`config.mk`:
```
export PLATFORM = sky130hd
export DESIGN_NAME = buf_prog_loader
export DESIGN_NICKNAME = d
export VERILOG_FILES = /design/src/rtl/lbuf_pkg.sv /design/src/rtl/lbuf_addr_check.sv /design/src/rtl/lbuf_store.sv /design/src/rtl/lbuf_ctrl.sv /design/src/rtl/buf_prog_loader.sv
export SDC_FILE = /design/constraint.sdc
export NUM_CORES = 1
export LEC_CHECK = 0
export BUFFER_PORTS_ARGS = -buffer_cell sky130_fd_sc_hd__buf_2
export CORE_ASPECT_RATIO = 0.7
export CORE_MARGIN = 2
export CORE_UTILIZATION = 48
export DETAILED_ROUTE_END_ITERATION = 6
export GPL_TIMING_DRIVEN = 1
export PLACE_DENSITY = 0.8
export SLEW_MARGIN = 20
export SYNTH_ARGS = -nofsm -noshare
export SYNTH_HDL_FRONTEND = slang
export SYNTH_SLANG_ARGS = --single-unit
```
`constraint.sdc`:
```
create_clock -name clk -period 2.3 [get_ports clk]
set_input_delay 0.23 -clock clk [delete_from_list [all_inputs] [get_ports clk]]
set_output_delay 0.23 -clock clk [all_outputs]
set_load 0.05 [all_outputs]
```
`src/rtl/lbuf_pkg.sv`:
```
package lbuf_pkg;

    typedef enum logic [2:0] {
        ST_IDLE    = 3'd0,
        ST_COUNT   = 3'd1,
        ST_LOAD    = 3'd2,
        ST_CONFIRM = 3'd3,
        ST_ABORT   = 3'd4
    } lbuf_state_e;

    localparam logic [7:0] CODE_LOAD    = 8'h25;
    localparam logic [7:0] CODE_CONFIRM = 8'h29;
    localparam logic [7:0] CODE_RESET   = 8'hF0;

endpackage

```
`src/rtl/lbuf_addr_check.sv`:
```
module lbuf_addr_check #(
    parameter int ADDR_W  = 24,
    parameter int BLK_LSB = 16,
    parameter int IDX_W   = 5,
    localparam int BLK_W  = ADDR_W - BLK_LSB,
    localparam int PG_W   = ADDR_W - IDX_W
) (
    input  logic [ADDR_W-1:0] addr,
    input  logic [BLK_W-1:0]  blk_ref,
    input  logic [PG_W-1:0]   page_ref,
    output logic [BLK_W-1:0]  blk_of,
    output logic [PG_W-1:0]   page_of,
    output logic [IDX_W-1:0]  idx_of,
    output logic              blk_ok,
    output logic              page_ok
);
    // Split the address into its block, page and word-offset fields.
    always_comb begin
        blk_of  = addr[ADDR_W-1:BLK_LSB];
        page_of = addr[ADDR_W-1:IDX_W];
        idx_of  = addr[IDX_W-1:0];
        blk_ok  = (blk_of == blk_ref);
        page_ok = (page_of == page_ref);
    end
endmodule

```
`src/rtl/lbuf_store.sv`:
```
module lbuf_store #(
    parameter int WORDS  = 32,
    parameter int DATA_W = 16,
    localparam int IDX_W = $clog2(WORDS)
) (
    input  logic                    clk,
    input  logic                    rst_n,
    input  logic                    fill_ones,
    input  logic                    we,
    input  logic [IDX_W-1:0]        idx,
    input  logic [DATA_W-1:0]       wdata,
    output logic [WORDS*DATA_W-1:0] words_flat
);
    logic [DATA_W-1:0] mem_d [WORDS];
    logic [DATA_W-1:0] mem_q [WORDS];

    for (genvar i = 0; i < WORDS; i++) begin : g_word
        always_comb begin
            mem_d[i] = mem_q[i];
            if (fill_ones) begin
                mem_d[i] = '1;
            end else if (we && (idx == IDX_W'(i))) begin
                mem_d[i] = wdata;
            end
        end

        always_ff @(posedge clk or negedge rst_n) begin
            if (!rst_n) begin
                mem_q[i] <= '1;
            end else begin
                mem_q[i] <= mem_d[i];
            end
        end

        assign words_flat[i*DATA_W +: DATA_W] = mem_q[i];
    end
endmodule

```
`src/rtl/lbuf_ctrl.sv`:
```
module lbuf_ctrl
    import lbuf_pkg::*;
#(
    parameter int ADDR_W  = 24,
    parameter int DATA_W  = 16,
    parameter int WORDS   = 32,
    parameter int BLK_LSB = 16,
    localparam int IDX_W  = $clog2(WORDS),
    localparam int CNT_W  = IDX_W + 1,
    localparam int BLK_W  = ADDR_W - BLK_LSB,
    localparam int PG_W   = ADDR_W - IDX_W
) (
    input  logic              clk,
    input  logic              rst_n,
    input  logic              wr_en,
    input  logic [ADDR_W-1:0] wr_addr,
    input  logic [DATA_W-1:0] wr_data,
    input  logic [BLK_W-1:0]  wr_blk,
    input  logic [PG_W-1:0]   wr_page,
    input  logic              blk_ok,
    input  logic              page_ok,
    output logic [BLK_W-1:0]  blk_ref,
    output logic [PG_W-1:0]   page_ref,
    output logic              fill_ones,
    output logic              store_we,
    output logic [CNT_W-1:0]  word_count,
    output logic [ADDR_W-1:0] start_addr,
    output logic [ADDR_W-1:0] last_addr,
    output logic              busy,
    output logic              prog_req,
    output logic              abort_flag
);
    typedef struct packed {
        lbuf_state_e       st;
        logic [BLK_W-1:0]  blk;
        logic [PG_W-1:0]   page;
        logic              first;
        logic [IDX_W-1:0]  n;
        logic [CNT_W-1:0]  loaded;
        logic [CNT_W-1:0]  cnt;
        logic [ADDR_W-1:0] last;
        logic              prog;
    } ctrl_t;

    ctrl_t r_d, r_q;

    logic             is_load, is_confirm, is_reset, n_too_big;
    logic [CNT_W-1:0] loaded_nxt, target;

    always_comb begin
        is_load    = (wr_data == DATA_W'(CODE_LOAD));
        is_confirm = (wr_data == DATA_W'(CODE_CONFIRM));
        is_reset   = (wr_data == DATA_W'(CODE_RESET));
        n_too_big  = (wr_data > DATA_W'(WORDS - 1));
        loaded_nxt = r_q.loaded + CNT_W'(1);
        target     = {1'b0, r_q.n} + CNT_W'(1);

        r_d       = r_q;
        r_d.prog  = 1'b0;
        fill_ones = 1'b0;
        store_we  = 1'b0;

        case (r_q.st)
            ST_IDLE: begin
                if (wr_en && is_load) begin
                    r_d.st     = ST_COUNT;
                    r_d.blk    = wr_blk;
                    r_d.first  = 1'b1;
                    r_d.loaded = '0;
                    r_d.cnt    = '0;
                    r_d.n      = '0;
                    fill_ones  = 1'b1;
                end
            end
            ST_COUNT: begin
                if (wr_en) begin
                    if (!blk_ok || n_too_big) begin
                        r_d.st = ST_ABORT;
                    end else begin
                        r_d.n   = wr_data[IDX_W-1:0];
                        r_d.cnt = {1'b0, wr_data[IDX_W-1:0]} + CNT_W'(1);
                        r_d.st  = ST_LOAD;
                    end
                end
            end
            ST_LOAD: begin
                if (wr_en) begin
                    if (!blk_ok || (!r_q.first && !page_ok)) begin
                        r_d.st = ST_ABORT;
                    end else begin
                        store_we   = 1'b1;
                        r_d.first  = 1'b0;
                        r_d.page   = wr_page;
                        r_d.last   = wr_addr;
                        r_d.loaded = loaded_nxt;
                        if (loaded_nxt == target) begin
                            r_d.st = ST_CONFIRM;
                        end
                    end
                end
            end
            ST_CONFIRM: begin
                if (wr_en) begin
                    if (is_confirm && blk_ok) begin
                        r_d.prog = 1'b1;
                        r_d.st   = ST_IDLE;
                    end else begin
                        r_d.st = ST_ABORT;
                    end
                end
            end
            ST_ABORT: begin
                if (wr_en && is_reset) begin
                    r_d.st = ST_IDLE;
                end
            end
            default: r_d.st = ST_IDLE;
        endcase
    end

    always_ff @(posedge clk or negedge rst_n) begin
        if (!rst_n) begin
            r_q <= '{st: ST_IDLE, blk: '0, page: '0, first: 1'b1, n: '0,
                     loaded: '0, cnt: '0, last: '0, prog: 1'b0};
        end else begin
            r_q <= r_d;
        end
    end

    assign blk_ref    = r_q.blk;
    assign page_ref   = r_q.page;
    assign word_count = r_q.cnt;
    assign start_addr = {r_q.page, {IDX_W{1'b0}}};
    assign last_addr  = r_q.last;
    assign busy       = (r_q.st == ST_COUNT) || (r_q.st == ST_LOAD) || (r_q.st == ST_CONFIRM);
    assign abort_flag = (r_q.st == ST_ABORT);
    assign prog_req   = r_q.prog;
endmodule

```
`src/rtl/buf_prog_loader.sv`:
```
module buf_prog_loader #(
    parameter int ADDR_W  = 24,
    parameter int DATA_W  = 16,
    parameter int WORDS   = 32,
    parameter int BLK_LSB = 16,
    localparam int IDX_W  = $clog2(WORDS),
    localparam int CNT_W  = IDX_W + 1,
    localparam int BLK_W  = ADDR_W - BLK_LSB,
    localparam int PG_W   = ADDR_W - IDX_W
) (
    input  logic                    clk,
    input  logic                    rst_n,
    input  logic                    wr_en,
    input  logic [ADDR_W-1:0]       wr_addr,
    input  logic [DATA_W-1:0]       wr_data,
    output logic [WORDS*DATA_W-1:0] buf_words,
    output logic [ADDR_W-1:0]       start_addr,
    output logic [CNT_W-1:0]        word_count,
    output logic [ADDR_W-1:0]       last_addr,
    output logic                    busy,
    output logic                    prog_req,
    output logic                    abort_flag
);
    logic [BLK_W-1:0] blk_ref, wr_blk;
    logic [PG_W-1:0]  page_ref, wr_page;
    logic [IDX_W-1:0] wr_idx;
    logic             blk_ok, page_ok, fill_ones, store_we;

    lbuf_addr_check #(.ADDR_W(ADDR_W), .BLK_LSB(BLK_LSB), .IDX_W(IDX_W)) u_chk_addr (
        .addr(wr_addr), .blk_ref(blk_ref), .page_ref(page_ref),
        .blk_of(wr_blk), .page_of(wr_page), .idx_of(wr_idx),
        .blk_ok(blk_ok), .page_ok(page_ok)
    );

    lbuf_ctrl #(.ADDR_W(ADDR_W), .DATA_W(DATA_W), .WORDS(WORDS), .BLK_LSB(BLK_LSB)) u_ctrl (
        .clk(clk), .rst_n(rst_n), .wr_en(wr_en), .wr_addr(wr_addr), .wr_data(wr_data),
        .wr_blk(wr_blk), .wr_page(wr_page), .blk_ok(blk_ok), .page_ok(page_ok),
        .blk_ref(blk_ref), .page_ref(page_ref), .fill_ones(fill_ones), .store_we(store_we),
        .word_count(word_count), .start_addr(start_addr), .last_addr(last_addr),
        .busy(busy), .prog_req(prog_req), .abort_flag(abort_flag)
    );

    lbuf_store #(.WORDS(WORDS), .DATA_W(DATA_W)) u_store (
        .clk(clk), .rst_n(rst_n), .fill_ones(fill_ones), .we(store_we),
        .idx(wr_idx), .wdata(wr_data), .words_flat(buf_words)
    );
endmodule

```
* After elaboration in Yosys (flattened, before gate mapping)
Cells that the tools add are included.
** Operators by class
- Add/sub/neg operators :: 3
- Magnitude comparators :: 1
- Equality and inequality tests :: 49
- Muxes and demuxes :: 95
- Bitwise gates (word level) :: 1
- Reductions and logical operators :: 84
** Operator list (count)
- $mux 16 :: 64
- $eq 5x5->1 const B :: 16
- $reduce_bool 2->1 :: 34
- $eq 5x4->1 const B :: 8
- $logic_and 1x1->1 :: 36
- $eq 16x6->1 const B :: 2
- $mux 3 :: 8
- $mux 6 :: 4
- $pmux 6 s2 :: 2
- $eq 5x3->1 const B :: 4
- $eq 19x19->1 :: 1
- $mux 18 :: 1
- $eq 16x8->1 const B :: 1
- $gt 16x5->1 const B :: 1
- $pmux 3 s5 :: 1
- $add 5x1->6 const B :: 2
- $mux 11 :: 1
- $eq 5x2->1 const B :: 2
- $mux 1 :: 10
- $mux 5 :: 2
- $ne 2x2->1 const B :: 5
- $pmux 5 s2 :: 1
- $eq 8x8->1 :: 1
- $reduce_and 4->1 :: 2
- other kinds (17) :: 24
** Word-level totals
- Register bits :: 585
- Bits of input ports :: 43
- Output and inout port bits :: 569
- Logic and storage cells :: 274

* Longest topological paths before layout
Gate-level depths: netlist (run 1).
- Word-level depth :: 10
- Mapped depth :: 9
- Depth with buffers taken out :: 8

* Modules after synthesis
A second synthesis (run 1) with hierarchy kept.
** Unflattened totals
- Cells, all modules :: 1861
- Area total of the unflattened synthesis :: 24691.2 um^2
** Modules (own cells, without submodules)
- lbuf_store :: times used 1, cells each 1356, area each 20159.3 um^2, sequential area each 13452.9 um^2
- lbuf_ctrl :: times used 1, cells each 437, area each 3995.1 um^2, sequential area each 1828.0 um^2
- lbuf_addr_check :: times used 1, cells each 68, area each 536.8 um^2, sequential area each 0.0 um^2

* Worst setup path before layout (run 1)
OpenSTA, ideal clock, no wires.
- Kind :: register to register
- Start point :: register u_ctrl.last_addr[10] (netlist name)
- End point :: register u_ctrl.r_q (netlist bit u_ctrl.last_addr[5])
- Library setup time :: 0.128 ns
- Data arrival time :: 2.311 ns
- Data required time :: 2.172 ns
- Path slack :: -0.139 ns
- Stages on the path, launching flop included :: 10
- Path buffers :: 3
- Period minus slack after synthesis :: 2.439 ns
- Cells stage by stage :: dfrtp_1 > xor2_1 > nor4_1 > nand4_1 > o41ai_4 > buf_6 > buf_8 > nand3_4 > buf_2 > mux2_1
** RTL lines
- end signal: assignment :: RTL line lbuf_ctrl.sv:123 : r_q <= '{st: ST_IDLE, blk: '0, page: '0, first: 1'b1, n: '0,
- end signal: assignment :: RTL line lbuf_ctrl.sv:126 : r_q <= r_d;
- end: declaration :: RTL line lbuf_ctrl.sv:45 : ctrl_t r_d, r_q;

==> key figures, run 1 <==
Run status
  – Status: complete, but fails checks
  – Failing checks: negative setup slack

Place
  – GPL Wtd Cong: between 0.8 and 0.9
  – Placed instance area: roughly 30000 um2
  – Pre-CTS setup slack: -768 ps
  – I/O Buffers: 606
  – Post-DP HPWL: around 60000 um

Worst setup path
  – CP cell instances: xor2_2 > nor4_4 > buf_4 > nand4_1 > o41ai_4 > buf_6 > buf_12 > buf_4 > nand4_2 > buf_12 > a221o_1
  – CP Capture Type: flip-flop
  – Required @ worst endpoint: approximately 2800 ps
  – Crit-path leading delay family: buffers and inverters
  – Critical path's slowest cell: dfrtp_1
  – CP Buf/Inv Count: 5
  – End of the worst register-to-register path: u_store.words_flat[232]$_DFFE_PN1P_
  – Critical path class: reg2reg
  – Reg2reg path depth: 11
  – Crit-path max FO: 16
  – Startpoint types: flip-flop
  – R2r startpoint: u_ctrl.last_addr[21]$_DFFE_PN0P_
  – Critical Path Max Stage Delay: between 400 and 500 ps
  – R2r setup slk: -470 ps
  – Stages on worst setup path: 11
  – CP Data Arrival Time: about 3300 ps

Drt
  – Average wire per standard cell: 28.8 um
  – Vias/cell: 6.48
  – DRT antenna net count: 0
  – First-pass iteration count of the detailed router: 6
  – Vias: roughly 21000
  – Routed WL: about 92000 um
  – M1 wire length: around 35000 um
  – Metal3 WL: roughly 12000 um
  – DR DRC count: 0
  – Highest metal used: met5
  – Metal2 WL: slightly above 40000 um
  – Starting DRT DRC Count: 2493

Timing
  – Final setup margin: -470 ps
  – Clk_skew: approximately 25 ps
  – Slew @ Worst Pin: just under 900 ps
  – WHS: between 30 and 40 ps
  – Tcrit/Tclk final: 120%
  – RSZ-0062 raised after global routing: yes
  – Endpoints failing hold: 0
  – Endpoints failing setup: between 500 and 600
  – Fin. max-slew vios: 0
  – Period minus WS final: about 2800 ps
  – Fmax: between 300 and 400 MHz
  – Normalized max-slew margin: between 40% and 50%

Min path
  – Worst Hold Class: in2reg
  – WHS Endpoint: u_ctrl.word_count[5]$_DFFE_PN0P_
  – Hold wc startpoint: wr_data[2]
  – Worst Hold Depth: 3

Global routing
  – First-pass GRT wire length: between 100000 and 150000 um
  – GRT Util Overall: roughly a third
  – Vias in the first global route: 19900
  – Total grt overflow: 0
  – Initial antenna violation count: 10
  – Largest net degree at the start of global routing: approximately 70

Synth
  – Number of synthesized flops with an enable pin: 0
  – Top cells by area, synth: dfstp_2, a221o_1, dfrtp_1, mux2i_1, and2_1
  – Area fraction of the dominant cell type after synthesis: between 50 and 60%
  – Synth cell types: 58
  – Top cell type by total area after synthesis: dfstp_2
  – Syn_area_per_cell: ~14 um2
  – Synth Cell Area: 24300 um2
  – Synth Register Bits: about 570
  – Yosys warning count: 0
  – Ys async rst share: 100%
  – Syn Inst Count: around 1800
  – Sequential share of the synthesized area: 60.9%
  – Ys flop type: dfstp_2

Final layout
  – Layout cells sized above 1: between 60% and 70%
  – Final Instance Area: between 30000 and 40000 um2
  – Final Net Count: approximately 2500
  – Fill count: between 3000 and 4000
  – Area delta synth->final: 32.1%

Clocking
  – Num CTS Buffers: 53
  – Clock transition at path regs: about 70 ps
  – CTS sink count: about 570
  – TritonCTS clock tree: built
  – CTS Root Buffer Type: clkbuf_16
  – Skew-Pair Late Insertion Delay: ~600 ps
  – H-tree depth: 2
  – CTS Buffer Depth: 3

Floorplan
  – DIE WIDTH: between 200 and 300 um
  – Core box area: approximately 50000 um2
  – Vert. Die Dim: roughly 190 um
  – # rows: 68
  – Initial core utilization: 48.9%
  – Die area: around 53000 um2
  – IO Pins: between 600 and 700

Power and ir drop
  – PD cells: between 600 and 700 nW/um2
  – LEAKAGE: about 16 nW
  – Overall Power: 20.5 mW
  – Worst IR drop on VDD: ~0.0006 V

Run
  – Max Cap Violations: 0
==> layout by cell type, fill, tap and decap left out, types with 20 or more instances in the layout <==
master,Yosys,routed
a221o_1,448,448
and2_1,98,98
buf_12,1,61
buf_2,68,605
buf_4,57,171
clkbuf_16,0,61
dfrtp_1,53,53
dfstp_2,513,513
dlygate4sd3_1,0,23
mux2i_1,64,60
nand2_1,47,47
nand4_4,15,20
nor2_1,80,77
xor2_1,27,26
==> area by class of cell <==
class | count | area, um2 | area share, %
Clock buffer | 75 | 1530 | 4.77
Inverter | 8 | 30.0 | 0.0935
Multi-Input combinational cell | 959 | 8470 | 26.4
Tap cell | 665 | 832 | 2.59
Sequential cell | 566 | 14800 | 46.1
Clock inverter | 17 | 183 | 0.569
Antenna cell | 9 | 22.5 | 0.0701
Timing Repair Buffer | 887 | 6240 | 19.4
==> layer usage <==
layer	global-route usage (%)	vias to the layer above
li1	-	8302
met5	0	-
met3	10.1	222
met1	45.2	10500
met2	51.2	1568
met4	10.7	4
==> where the power goes <==
group | switching, mW | internal [mW]
clock network | 3.88 | 4.98
registers | 0.0308 | 10.0
logic | 1.13 | 0.479
total | 5.05 | 15.5
==> worst min-delay path, cell delays in order <==
cell	delay, ps
buf_2	150
nand3_1	130
o41ai_1	80
==> through the flow <==
step                      TNS [ps]  util (%)  std cells
after floorplan             -10960         -       1767
after global placement     -314350      59.7       3043
after detailed placement   -340030      59.7       3043
after CTS                  -190790      63.8       3161
after global routing       -266880      64.6       3178
final                      -204680      64.6       3186
==> cell families (layout without fill, tap and decap cells) <==
logic type / count (synthesis) / after routing / share of synthesized area, %
compound gates: 480 / 480 / 19.5
xor+xnor: 43 / 43 / 1.55
fa+ha+maj: 5 / 5 / 0.257
buf+inv: 244 / 987 / 5.26
flops: 566 / 566 / 60.9
mux: 89 / 89 / 3.79
other cells: 1 / 14 / 0.0154
simple gates: 335 / 337 / 8.71
==> what timing repair did <==
action,CTS,global route
pin swaps,2,11
endpoints found under the hold margin,49,0
cloned,2,7
setup buffers,1,10
gates resized for setup,11,28
hold buffers,23,0
setup endpoints to repair,546,554
==> flip-flops by register name, indices dropped and copies added, names as in the netlist <==
| name | count |
|---|---|
| u_store.words_flat | 512 |
| u_ctrl.last_addr | 24 |
| u_ctrl.r_q | 15 |
| u_ctrl.blk_ref | 8 |
| u_ctrl.word_count | 6 |
| u_ctrl.prog_req | 1 |
==> synth_stat cells (all sizes together) (2+ instances only) <==
cell type / number
nor3: 17
clkinv: 5
o31ai: 9
o21ai: 4
and3: 8
and2: 98
buf: 143
o311ai: 2
mux2i: 64
mux2: 25
nor2b: 3
nand4: 36
or2: 2
ha: 5
xnor2: 16
inv: 3
nor2: 80
a221o: 448
nor4: 23
dfrtp: 53
dfstp: 513
clkbuf: 93
nand2: 47
o41ai: 2
xor2: 27
o2bb2ai: 2
a31oi: 2
nand3: 13
nand2b: 2
nand4b: 2
==> how the worst max path moves through the flow <==
| stage | from | endpoint |
|---|---|---|
| final | u_ctrl.last_addr[21]$_DFFE_PN0P_ | u_store.words_flat[232]$_DFFE_PN1P_ |
| after global routing | u_ctrl.last_addr[21]$_DFFE_PN0P_ | u_store.words_flat[509]$_DFFE_PN1P_ |
| after CTS | u_ctrl.last_addr[21]$_DFFE_PN0P_ | u_store.words_flat[232]$_DFFE_PN1P_ |
| after detailed placement | wr_data[8] | u_ctrl.r_q[31]$_DFFE_PN0P_ |
| after global placement | wr_data[8] | u_ctrl.r_q[31]$_DFFE_PN0P_ |
| after floorplan | u_ctrl.last_addr[20]$_DFFE_PN0P_ | u_ctrl.last_addr[5]$_DFFE_PN0P_ |
Power figures use the tool's default switching activity.
==> run 2, diff against run 1 <==
MAX_ROUTING_LAYER = met4   (was unset)
SKIP_LAST_GASP = 1   (was unset)
==> key figures, run 2 (synthesis gave the netlist of run 1 again) <==
Run
  – Max Cap Violations: 0 (unchanged)

Worst setup path
  – Startpoint types: flip-flop
  – Critical path class: reg2reg
  – Required @ worst endpoint: 2820 ps (+20 ps)
  – CP Data Arrival Time: 3190 ps (-80 ps)
  – CP Capture Type: flip-flop
  – Crit-path max FO: 15 (-1)

Timing
  – RSZ-0062 raised after global routing: yes
  – Clk_skew: 14.0 ps (-11.4 ps)
  – Tcrit/Tclk final: 116% (-4.7 points)
  – Setup_tns: -152770 ps (+51920 ps)
  – Slew @ Worst Pin: 866 ps (-4.45 ps)
  – Final setup margin: -363 ps (+108 ps)
  – Endpoints failing hold: 0 (unchanged)
  – Fin. max-slew vios: 0 (unchanged)
  – Normalized max-slew margin: 41.8% (+0.30 points)
  – Period minus WS final: 2660 ps (-108 ps)
  – Endpoints failing setup: 546 (+0.18%)
  – Fmax: 376 MHz (+4.0%)

Global routing
  – Vias in the first global route: 20100 (+1.2%)
  – First-pass GRT wire length: 132000 um (+0.69%)
  – Total grt overflow: 0 (unchanged)
  – Initial antenna violation count: 8 (-2)
  – Largest net degree at the start of global routing: 74 (+2.8%)
  – GRT Util Overall: 34.6% (+1.4 points)

Drt
  – DR DRC count: 0 (unchanged)
  – Average wire per standard cell: 28.7 um (-0.50%)
  – Vias: 20700 (+0.29%)
  – Vias/cell: 6.49 (+0.16%)
  – DRT antenna net count: 0 (unchanged)
  – First-pass iteration count of the detailed router: 6 (unchanged)
  – Routed WL: 91500 um (-0.38%)
  – Starting DRT DRC Count: 2604 (+4.5%)

Place
  – Number of placed cells counting well taps: 3049 (+0.20%)
  – I/O Buffers: 606 (unchanged)
  – Post-DP HPWL: 62100 um (+1.7%)
  – Pre-CTS setup slack: -754 ps (+14.2 ps)
  – GPL Wtd Cong: 0.916 (+3.9%)

Power and ir drop
  – PD cells: 650 nW/um2 (+1.7%)
  – Psw: 5.12 mW (+1.6%)
  – Overall Power: 20.8 mW (+1.5%)
  – Internal power: 15.7 mW (+1.4%)
  – Combinational share of power: 7.6% (-0.2 points)
  – LEAKAGE: 15.7 nW (about the same)
  – Clock share of power: 44.1% (+1.0 points)
  – Sequential power share: 48.3% (-0.7 points)
  – Net Sw Frac: 24.6% (+0.026 points)
  – Worst IR drop on VDD: 0.000575 V (-4.5%)

Floorplan
  – Die area: 52500 um2 (unchanged)
  – IO Pins: 612 (unchanged)
  – Initial core utilization: 48.9% (unchanged)
  – Core box area: 49700 um2 (unchanged)
  – Vert. Die Dim: 192 um (unchanged)
  – DIE WIDTH: 273 um (unchanged)
  – # rows: 68 (unchanged)

Final layout
  – Non-filler cells, final: 3190 (+0.13%)
  – Largest register FFs: 512 (unchanged)
  – Final Net Count: 2525 (+0.079%)
  – Layout cells sized above 1: 61.6% (+0.13 points)
  – Fill count: 3544 (-0.42%)
  – Commonest non-fill, non-tap cell in the layout: buf_2
  – Fin util: 64.5% (-0.13 points)
  – Area delta synth->final: 31.8%
  – Commonest non-fill, non-tap cells in the layout: buf_2, dfstp_2, a221o_1, buf_4, and2_1

Run status
  – Status: complete, but fails checks
  – Failing checks: negative setup slack

Clocking
  – CTS Root Buffer Type: clkbuf_16
  – CTS sink count: 566 (unchanged)
  – TritonCTS clock tree: built
  – H-tree depth: 2 (unchanged)
  – Num CTS Buffers: 53 (unchanged)
  – Clock transition at path regs: 70 ps (about the same)
  – Skew-Pair Late Insertion Delay: 600 ps (about the same)
  – CTS Buffer Depth: 3 (unchanged)

Min path
  – Worst Hold Class: in2reg
==> run 2: cell types whose count changed in the layout (fill, tap and decap cells not counted), sizes merged <==
cell / delta
clkbuf: -5
clkinv: +4
dlygate4sd3: +3
buf: +2
clkinvlp: +2
diode: -2
bufinv: +1
inv: -1
==> run 2: timing repair <==
item / in CTS / in global routing
hold endpoints to repair: 60 / 0
pin swaps: 1 / 2
gates resized for setup: 14 / 10
setup endpoints to repair: 545 / 554
hold buffers: 26 / 0
cloned: 1 / 6
buffers inserted: 4 / 1
==> run 2: layer usage <==
layer | vias to the layer above | routed length, um | GRT usage (%)
met2 | 1541 | 41200 | 51.5
li1 | 8319 | - | -
met3 | 260 | 10600 | 8.70
met5 | - | 0 | -
met1 | 10600 | 35900 | 46.1
met4 | 0 | 3780 | 12.6
==> run 2: path summary, 6_finish.rpt <==
check | start | endpoint | slack (ps) | depth (start not counted)
setup / recovery | u_ctrl.last_addr[10]$_DFFE_PN0P_ | u_store.words_flat[479]$_DFFE_PN1P_ | -360 | 9
hold / removal | wr_addr[21] | u_ctrl.last_addr[21]$_DFFE_PN0P_ | 30 | 3
setup reg to reg | u_ctrl.last_addr[10]$_DFFE_PN0P_ | u_store.words_flat[479]$_DFFE_PN1P_ | -360 | 9
hold reg to reg | u_ctrl.word_count[5]$_DFFE_PN0P_ | u_ctrl.word_count[5]$_DFFE_PN0P_ | 480 | 2
max in group asynchronous | rst_n | u_store.words_flat[250]$_DFFE_PN1P_ | 1170 | 3
min in group asynchronous | rst_n | u_ctrl.last_addr[10]$_DFFE_PN0P_ | 200 | 2
==> run 2: critical path, stage by stage, from the launching register on <==
cell and delay [ps]:
dfrtp_1 400, xor2_1 150, nor4_2 320, buf_4 160
nand4_1 160, o41ai_4 300, buf_12 200, buf_12 170
nand4_4 270, a221o_1 440
==> run 2: power groups by stage <==
stage,clock network [mW],registers [mW],logic [mW]
after global placement,0,10.2,1.49
after detailed placement,0,10.2,1.51
after global routing,9.65,10.1,1.68
after CTS,9.25,10.1,1.55
final,9.18,10.1,1.58
after floorplan,0,10.2,0.650
==> run 2: layout make-up <==
class	count	area, um2	share of cell area (%)
Clock buffer	73	1560	4.88
Antenna cell	7	17.5	0.0547
Inverter	8	30.0	0.0937
Tap cell	665	832	2.60
Clock inverter	23	240	0.750
Multi-Input combinational cell	959	8440	26.3
Timing Repair Buffer	889	6110	19.1
Sequential cell	566	14800	46.2
==> run 2: through the flow <==
step                hold slack (ps)  cell area [um2]
finish                         26.1            32000
floorplan                     -65.6            24500
global placement                217            29600
detailed placement              215            29600
CTS                            1.76            31800
global route                   23.6            32000
